### config.mk
export PLATFORM = sky130hd
export DESIGN_NAME = cascade_fifo_slice
export DESIGN_NICKNAME = d
export VERILOG_FILES = /design/src/rtl/cfs_pkg.sv /design/src/rtl/cfs_store.sv /design/src/rtl/cfs_token.sv /design/src/rtl/cascade_fifo_slice.sv
export SDC_FILE = /design/constraint.sdc
export NUM_CORES = 2
export LEC_CHECK = 0
export BUFFER_PORTS_ARGS = -buffer_cell sky130_fd_sc_hd__buf_2
export CAP_MARGIN = 20
export CORE_MARGIN = 2
export CORE_UTILIZATION = 30
export DETAILED_ROUTE_END_ITERATION = 7
export GPL_ROUTABILITY_DRIVEN = 0
export PLACE_DENSITY = 0.52
export SLEW_MARGIN = 10
export SYNTH_ARGS = -nofsm -noshare
export SYNTH_HDL_FRONTEND = slang
export SYNTH_SLANG_ARGS = --single-unit
### constraint.sdc
create_clock -name clk -period 4.9 [get_ports clk]
set_clock_uncertainty 0.1 [all_clocks]
set_input_delay 0 -clock clk [delete_from_list [all_inputs] [get_ports clk]]
set_output_delay 0 -clock clk [all_outputs]
set_load 0.05 [all_outputs]
### src/rtl/cfs_pkg.sv
package cfs_pkg;

  typedef enum logic { MODE_ALONE = 1'b0, MODE_RING = 1'b1 } ring_mode_e;

  // next location, wrapping at the end of the store
  function automatic int unsigned ptr_step(int unsigned p, int unsigned depth);
    return (p == depth - 1) ? 0 : p + 1;
  endfunction

  // true when the location is the final one of the store
  function automatic logic ptr_at_end(int unsigned p, int unsigned depth);
    return p == depth - 1;
  endfunction

  // a slice starts with the tokens unless it is a ring follower
  function automatic logic starts_with_tokens(logic ring_lvl, logic lead_lvl_n);
    return !(ring_lvl && lead_lvl_n);
  endfunction

  // pick the mode from the ring-in level seen during reset
  function automatic ring_mode_e mode_from_ring(logic ring_lvl);
    return ring_lvl ? MODE_RING : MODE_ALONE;
  endfunction

endpackage

### src/rtl/cfs_store.sv
module cfs_store
  import cfs_pkg::*;
#(
  parameter int WIDTH = 9,
  parameter int DEPTH = 256
) (
  input  logic             clk,
  input  logic             rst_n,
  input  logic             wr_fire,
  input  logic             rd_fire,
  input  logic [WIDTH-1:0] wdata,
  output logic             wr_at_end,
  output logic             rd_at_end,
  output logic             is_full,
  output logic             is_empty,
  output logic [WIDTH-1:0] rdata,
  output logic             rvalid
);
  localparam int AW = (DEPTH > 1) ? $clog2(DEPTH) : 1;
  localparam int CW = $clog2(DEPTH + 1);

  logic [WIDTH-1:0] mem [DEPTH];
  logic [AW-1:0]    wptr, rptr;
  logic [CW-1:0]    cnt;

  assign is_full   = (cnt == CW'(DEPTH));
  assign is_empty  = (cnt == '0);
  assign wr_at_end = ptr_at_end(int'(wptr), DEPTH);
  assign rd_at_end = ptr_at_end(int'(rptr), DEPTH);

  always_ff @(posedge clk) begin
    if (wr_fire) mem[wptr] <= wdata;
  end

  always_ff @(posedge clk) begin
    if (!rst_n) begin
      wptr   <= '0;
      rptr   <= '0;
      cnt    <= '0;
      rdata  <= '0;
      rvalid <= 1'b0;
    end else begin
      rvalid <= rd_fire;
      if (wr_fire) wptr <= AW'(ptr_step(int'(wptr), DEPTH));
      if (rd_fire) begin
        rptr  <= AW'(ptr_step(int'(rptr), DEPTH));
        rdata <= mem[rptr];
      end
      case ({wr_fire, rd_fire})
        2'b10:   cnt <= cnt + 1'b1;
        2'b01:   cnt <= cnt - 1'b1;
        default: cnt <= cnt;
      endcase
    end
  end

  // occupancy never exceeds the store
  a_r7_cnt_bound: assert property (@(posedge clk) disable iff (!rst_n)
    cnt <= CW'(DEPTH));
  // a simultaneous write and read leave occupancy unchanged
  a_r10_both_keep: assert property (@(posedge clk) disable iff (!rst_n)
    (wr_fire && rd_fire) |=> $stable(cnt));
  // a lone write adds exactly one word
  a_r3_write_adds: assert property (@(posedge clk) disable iff (!rst_n)
    (wr_fire && !rd_fire) |=> (cnt == CW'($past(cnt) + 1'b1)));

endmodule

### src/rtl/cfs_token.sv
module cfs_token
  import cfs_pkg::*;
(
  input  logic clk,
  input  logic rst_n,
  input  logic lead_n,
  input  logic ring_in,
  input  logic w_end,
  input  logic r_end,
  output logic has_wtok,
  output logic has_rtok,
  output logic ring_out
);
  ring_mode_e mode;
  logic expect_rd;
  logic w_pass, r_pass, recv, recv_w, recv_r;

  assign w_pass   = (mode == MODE_RING) && w_end;
  assign r_pass   = (mode == MODE_RING) && r_end;
  assign recv     = rst_n && (mode == MODE_RING) && !ring_in;
  assign recv_w   = recv && !expect_rd;
  assign recv_r   = recv && expect_rd;
  assign ring_out = rst_n ? !(w_pass || r_pass) : 1'b1;

  always_ff @(posedge clk) begin
    if (!rst_n) begin
      mode      <= mode_from_ring(ring_in);
      has_wtok  <= starts_with_tokens(ring_in, lead_n);
      has_rtok  <= starts_with_tokens(ring_in, lead_n);
      expect_rd <= 1'b0;
    end else begin
      has_wtok <= (has_wtok && !w_pass) || recv_w;
      has_rtok <= (has_rtok && !r_pass) || recv_r;
      if (recv) expect_rd <= !expect_rd;
    end
  end

  // ring-out stays high through reset
  a_r2_reset_high: assert property (@(posedge clk) !rst_n |-> ring_out);
  // never both hand-offs in one cycle
  a_r5_one_pass: assert property (@(posedge clk) disable iff (!rst_n)
    $onehot0({w_pass, r_pass}));
  // a write hand-off is never followed at once by another write hand-off
  a_r5_alternate: assert property (@(posedge clk) disable iff (!rst_n)
    recv_w |=> !recv_w);
  // a passed write token leaves the slice unless it comes straight back
  a_r4_token_leaves: assert property (@(posedge clk) disable iff (!rst_n)
    (w_pass && !recv_w) |=> !has_wtok);
  // a standalone slice never pulses
  a_r9_alone_quiet: assert property (@(posedge clk) disable iff (!rst_n)
    (mode == MODE_ALONE) |-> ring_out);

endmodule

### src/rtl/cascade_fifo_slice.sv
module cascade_fifo_slice
  import cfs_pkg::*;
#(
  parameter int WIDTH = 9,
  parameter int DEPTH = 256
) (
  input  logic             clk,
  input  logic             rst_n,
  input  logic             lead_n,
  input  logic             ring_in,
  output logic             ring_out,
  input  logic             wr_n,
  input  logic             rd_n,
  input  logic [WIDTH-1:0] din,
  output logic [WIDTH-1:0] dout,
  output logic             full_n,
  output logic             empty_n
);
  logic has_wtok, has_rtok;
  logic wr_fire, rd_fire;
  logic wr_at_end, rd_at_end, is_full, is_empty;
  logic w_end, r_end;
  logic [WIDTH-1:0] rdata;
  logic rvalid;

  assign wr_fire = rst_n && !wr_n && has_wtok && !is_full;
  assign rd_fire = rst_n && !rd_n && has_rtok && !is_empty;
  assign w_end   = wr_fire && wr_at_end;
  assign r_end   = rd_fire && rd_at_end;
  assign full_n  = !(has_wtok && is_full);
  assign empty_n = !(has_rtok && is_empty);
  assign dout    = rvalid ? rdata : '0;

  cfs_store #(.WIDTH(WIDTH), .DEPTH(DEPTH)) u_store (
    .clk, .rst_n, .wr_fire, .rd_fire, .wdata(din),
    .wr_at_end, .rd_at_end, .is_full, .is_empty, .rdata, .rvalid
  );

  cfs_token u_token (
    .clk, .rst_n, .lead_n, .ring_in, .w_end, .r_end,
    .has_wtok, .has_rtok, .ring_out
  );

  // the bus carries a word only after an accepted read
  a_r6_bus_idle: assert property (@(posedge clk) disable iff (!rst_n)
    (dout != '0) |-> $past(rd_fire));
  // an empty slice holding the read token answers nothing next cycle
  a_r8_empty_silent: assert property (@(posedge clk) disable iff (!rst_n)
    (!empty_n) |=> (dout == '0));

endmodule

After elaboration in Yosys (flattened, before gate mapping)
Memory sizes are Yosys's and may differ from the RTL's. A register that Yosys moved wholly into a read port is not among the register bits.
Index checks and enable logic that the tools add are counted.
Widths: inputs -> output; s select.
{"block": "op_classes", "eq_ne": 5, "n_reduce_logical": 37, "addsub": 4, "muxes": 10}
{"op": "$logic_and 1x1->1", "n": 19}
{"op": "$pmux 9 s2", "n": 1}
{"op": "$add 8x1->8 const B", "n": 2}
{"op": "$eq 8x8->1 const B", "n": 2}
{"op": "$mux 8", "n": 2}
{"op": "$logic_not 1->1", "n": 13}
{"op": "$add 9x1->9 const B", "n": 1}
{"op": "$eq 9x9->1 const B", "n": 1}
{"op": "$logic_not 9->1", "n": 1}
{"op": "$mux 9", "n": 1}
{"op": "$sub 9x1->9 const B", "n": 1}
{"op": "$mux 1", "n": 6}
{"op": "$logic_or 1x1->1", "n": 3}
{"op": "$eq 2x1->1 const B", "n": 1}
{"op": "$eq 2x2->1 const B", "n": 1}
{"op": "$reduce_bool 2->1", "n": 1}
{"block": "totals", "ff_bits": 30, "input_bits": 15, "out_inout_bits": 12, "n_memories": 1, "elab_cells": 65, "ram_bits": 2304}
{"memory": "u_store.mem", "words": 256, "word_bits": 9, "read_ports": 1, "rd_ports_with_merged_regs": 1, "write_ports": 1, "line_no": "cfs_store.sv:22", "rtl": "logic [WIDTH-1:0] mem [DEPTH];"}

Logic depth before layout (Yosys ltp)
{"block": "depth", "ltp_word": 10, "ltp_mapped": 17, "depth_no_buf": 13}

Cells and area by module
From an unflattened synthesis, not the netlist that was laid out.
{"block": "unflattened", "hier_cells": 4506, "area_unflattened_um2": 91574.1}
{"module": "cfs_store", "instances": 1, "area_each_um2": 91306.3, "cells_each": 4473}
{"module": "cfs_token", "instances": 1, "area_each_um2": 166.4, "cells_each": 18}
{"module": "cascade_fifo_slice", "instances": 1, "area_each_um2": 101.3, "cells_each": 15}

Least setup slack after synthesis
OpenSTA, ideal clock, no wires.
{"block": "synth_timing", "kind": "reg2reg", "from": "register u_store.cnt[5]", "to": "register u_store.cnt[4]", "path_stages_with_launch": 18, "t_arrival_ns": 4.322, "slack_ns": 0.408, "cell_sequence": "dfxtp_1 > clkbuf_1 > or4_1 > nor4b_1 > nor3_1 > inv_1 > clkbuf_1 > ha_1 > clkbuf_1 > clkbuf_1 > xor2_1 > ha_1 > a21oi_1 > o21ai_0 > a221oi_1 > xor2_1 > or3_1 > a21oi_1"}
{"block": "synth_via", "elab_chain_len": 5, "word_cells_on_any_way": 10}
{"item": "from (decl)", "line_no": "cfs_store.sv:24", "rtl": "logic [CW-1:0] cnt;"}
{"item": "from (signal assigned)", "line_no": "cfs_store.sv:50", "rtl": "2'b10: cnt <= cnt + 1'b1;"}
{"item": "from (signal assigned)", "line_no": "cfs_store.sv:51", "rtl": "2'b01: cnt <= cnt - 1'b1;"}
{"item": "from (signal assigned)", "line_no": "cfs_store.sv:52", "rtl": "default: cnt <= cnt;"}
{"item": "$eq 9x9->1 / $logic_not 9->1 (equally long branches)", "line_no": "cfs_store.sv:26, cfs_store.sv:27"}
{"item": "$logic_not 1->1, on equally long branches", "line_no": "cascade_fifo_slice.sv:26, cascade_fifo_slice.sv:27"}
{"item": "$logic_and 1x1->1, on equally long branches", "line_no": "cascade_fifo_slice.sv:26, cascade_fifo_slice.sv:27"}
{"item": "$eq 2x1->1 / $eq 2x2->1 (equally long branches)", "line_no": "cfs_store.sv:49", "rtl": "case ({wr_fire, rd_fire})"}
{"item": "$pmux 9 s2 / $reduce_bool 2->1 (equally long branches)"}
Several ways; a longest one is shown, not always the timed one.
A chain may end at the register's enable or synchronous reset.

Worst setup path in the final report
Ends and elaborated chain as after synthesis.

==> flow_metrics.py <==
metrics = {
    "status": {
        "outcome": "finished, final reports clean",
    },
    "pwr": {
        "totalPowerFinal_mw": 41.28,
        "ir_worst_vdd_mv": 0.3359,
        "power_density_mw_per_mm2": 396.1,
        "p_leak_nw": 30.71,
    },
    "final_layout": {
        "nets": 4498,
        "area_growth_pct": 14.62,
        "final_cells": 8647,
        "drive_gt1_share_pct": 24.42,
        "fillers": 28190,
        "utilization_pct": 34.48,
    },
    "synthesis": {
        "postSynth.asyncResetShare_pct": 0,
        "syn_avg_cell_area_um2": 21.29,
        "ys_ff_latch": 2343,
        "yosys.area.top_type_share_pct": 76.13,
        "synth_edf_count": 2305,
        "yosysSeqAreaShare_pct": 76.97,
        "synth.cells.most_frequent": "edfxtp_1, mux4_2, nor2_1, clkbuf_1",
        "syn_nets": 4294,
        "synthCells": 4271,
        "synth_warnings": 0,
        "synth_top_area_cell": "edfxtp_1",
        "synth_area_mm2": 0.09092,
        "synth.most_common_cell": "edfxtp_1",
        "synth_ff_type": "edfxtp_1",
        "synthTopCellsByArea": "edfxtp_1, mux4_2, nor2_1, mux2i_1, a22oi_1",
        "netlist-cell-type-count": 67,
    },
    "route": {
        "dr_total_vias": 44620,
        "drt_iter0_drc": 4952,
        "dr.pass1.iters": 6,
        "via_per_inst": 5.160,
        "wl_per_cell_um": 28.99,
        "drc": 0,
        "drtAntennaViolNets": 0,
        "wl_mm": 250.6,
    },
    "floorplanning": {
        "io_pins": 27,
        "core_mm2": 0.3023,
        "placementRows": 202,
        "start_util_pct": 30.08,
        "die_area_mm2": 0.3075,
        "die_height_um": 554.5,
        "fp.dieW_um": 554.5,
    },
    "timing": {
        "fin_crit_ns": 4.215,
        "whs_ns": 0.07524,
        "final_hold_viol_count": 0,
        "fmax_ghz": 0.2373,
        "tns_ns": 0,
        "relSlewSlack_pct": 20.16,
        "worst_pin_slew_ns": 1.198,
        "setup_viol": 0,
        "min_period_over_period_pct": 86.01,
        "rsz0062_at_grt": "false",
        "drv_slew": 0,
    },
    "worst_setup_path": {
        "max_stage_delay_ns": 0.64,
        "cp_slowest_cell": "nor4b_1",
        "cp-start-kind": "register",
        "crit_arrival_ns": 4.90,
        "cp_cell_sequence": "or4_1 > nor4b_1 > nor3_2 > inv_1 > ha_1 > buf_4 > xor2_1 > ha_1 > a21oi_1 > o21ai_0 > a221oi_1 > xor2_1 > or3_1 > a21oi_1",
        "end_kind": "register",
        "path_class": "reg -> reg",
        "critPathRequiredTime_ns": 5.58,
        "cp_max_fo": 24,
        "ff2ff_setup_slack_ns": 0.69,
    },
    "place": {
        "io_buffers": 26,
        "placed_cells": 8193,
        "dpl.hpwl_mm": 152.4,
    },
    "clocking": {
        "postCtsSetupBuffers": 0,
        "cts.clk_slew.worst_paths_ns": 0.06,
        "clk_latency_ns": 0.89,
        "cts-root-buf": "clkbuf_16",
        "htree_levels": 4,
        "cts_resized": 0,
        "tritoncts": "yes",
        "ctsHoldBuffers": 19,
        "cts_buffers": 229,
        "clock_sinks": 2343,
        "cts_buffer_depth": 4,
    },
    "grt": {
        "antenna_found_initial": 10,
        "overflow": 0,
        "grt_pass1_vias": 44870,
        "gr-usage-all-layers_pct": 15.97,
        "grt_max_degree": 157,
        "grt_pass1_wl_mm": 352.4,
    },
    "hold_path": {
        "min_path_type": "in -> reg",
    },
    "run": {
        "drv_cap": 0,
    },
}
[where the power goes]
| group | switching, mW | total, mW | internal [mW] |
|---|---|---|---|
| Clock | 7.58 | 17.4 | 9.85 |
| Combinational | 1.07 | 1.79 | 0.726 |
| Sequential | 0.0425 | 22.1 | 22.0 |
[metrics by stage]
step / area, um^2 / worst slack (ns)
6_report: 104200 / 0.6854
3_5_place_dp: 96640 / 0.7538
3_3_place_gp: 96550 / 0.6789
5_1_grt: 104200 / 0.3003
2_1_floorplan: 90920 / 0.4077
4_1_cts: 104100 / 0.7035
[cell usage in the layout (no fill, tap or decap), types with 13 or more instances in the layout]
master	synthesis	routed
o22ai_1	17	17
a21oi_1	70	70
and2_1	18	17
bufinv_16	0	24
clkinv_2	0	36
nand3_1	54	46
o211ai_1	13	13
o221ai_1	15	15
dfxtp_1	38	31
mux4_2	577	577
a221oi_1	21	21
o21ai_0	32	32
nand2b_1	15	15
a211oi_1	18	18
buf_4	31	141
clkinv_1	0	67
buf_2	65	17
a22oi_1	103	103
clkbuf_16	0	230
clkbuf_1	119	42
a211o_1	13	13
edfxtp_1	2305	2305
nor2_1	305	302
buf_12	0	32
nor2b_1	31	26
dlygate4sd3_1	0	19
nand2_1	93	93
mux2i_1	103	103
[registers in the layout, indices dropped and copies added (netlist names)]
name / count
u_store.mem: 2304
u_store.cnt: 9
u_store.rdata: 9
u_store.rptr: 8
u_store.wptr: 8
u_store.rvalid: 1
u_token.expect_rd: 1
u_token.has_rtok: 1
u_token.has_wtok: 1
u_token.mode: 1
[kinds of logic (layout without fill, tap and decap cells)]
logic type	Yosys count	in the layout	share of synthesized area (%)
fa+ha+maj	8	8	0.1101
flops	2343	2343	76.97
compound gates	364	364	2.873
other cells	0	5	0
mux	685	685	15.49
simple gates	594	594	2.946
buf+inv	260	653	1.452
xor+xnor	17	17	0.1638
[area by class of cell]
type	instances	area, um^2	share of cell area [%]
diodes	5	12.51	0.01201
clock buffers	272	5913	5.674
clock inverters	148	1358	1.303
inverters	8	32.53	0.03122
multi-input cells	1668	19720	18.92
flip-flops and latches	2343	70000	67.17
well taps	3978	4977	4.776
repair buffers	225	2202	2.113
[final timing paths]
| path | startpoint | end | depth (start not counted) |
|---|---|---|---|
| max | u_store.cnt[5]$_SDFFE_PN0P_ | u_store.cnt[4]$_SDFFE_PN0P_ | 14 |
| min | rst_n | u_token.has_wtok$_DFF_P_ | 3 |
| max reg2reg | u_store.cnt[5]$_SDFFE_PN0P_ | u_store.cnt[4]$_SDFFE_PN0P_ | 14 |
| min reg2reg | u_store.rdata[4]$_SDFFE_PN0P_ | u_store.rdata[4]$_SDFFE_PN0P_ | 2 |
[routing by layer]
metal | wire, um | GRT usage, %
met4 | 7518 | 4.865
met3 | 15660 | 2.658
met1 | 107300 | 22.11
met5 | 27 | 0
met2 | 120200 | 25.74
[worst max-delay path, delay by kind of cell, from the launching register on]
kind	cells	cell delay [ns]
AND/OR/NAND/NOR	4	1.69
flip-flops	1	0.39
AO/OA/AOI/OAI	4	0.98
XOR/XNOR	2	0.23
buffers and inverters	2	0.36
adder cells (fa/ha/maj)	2	0.37
Note: power is estimated with default switching activity, not from simulation.
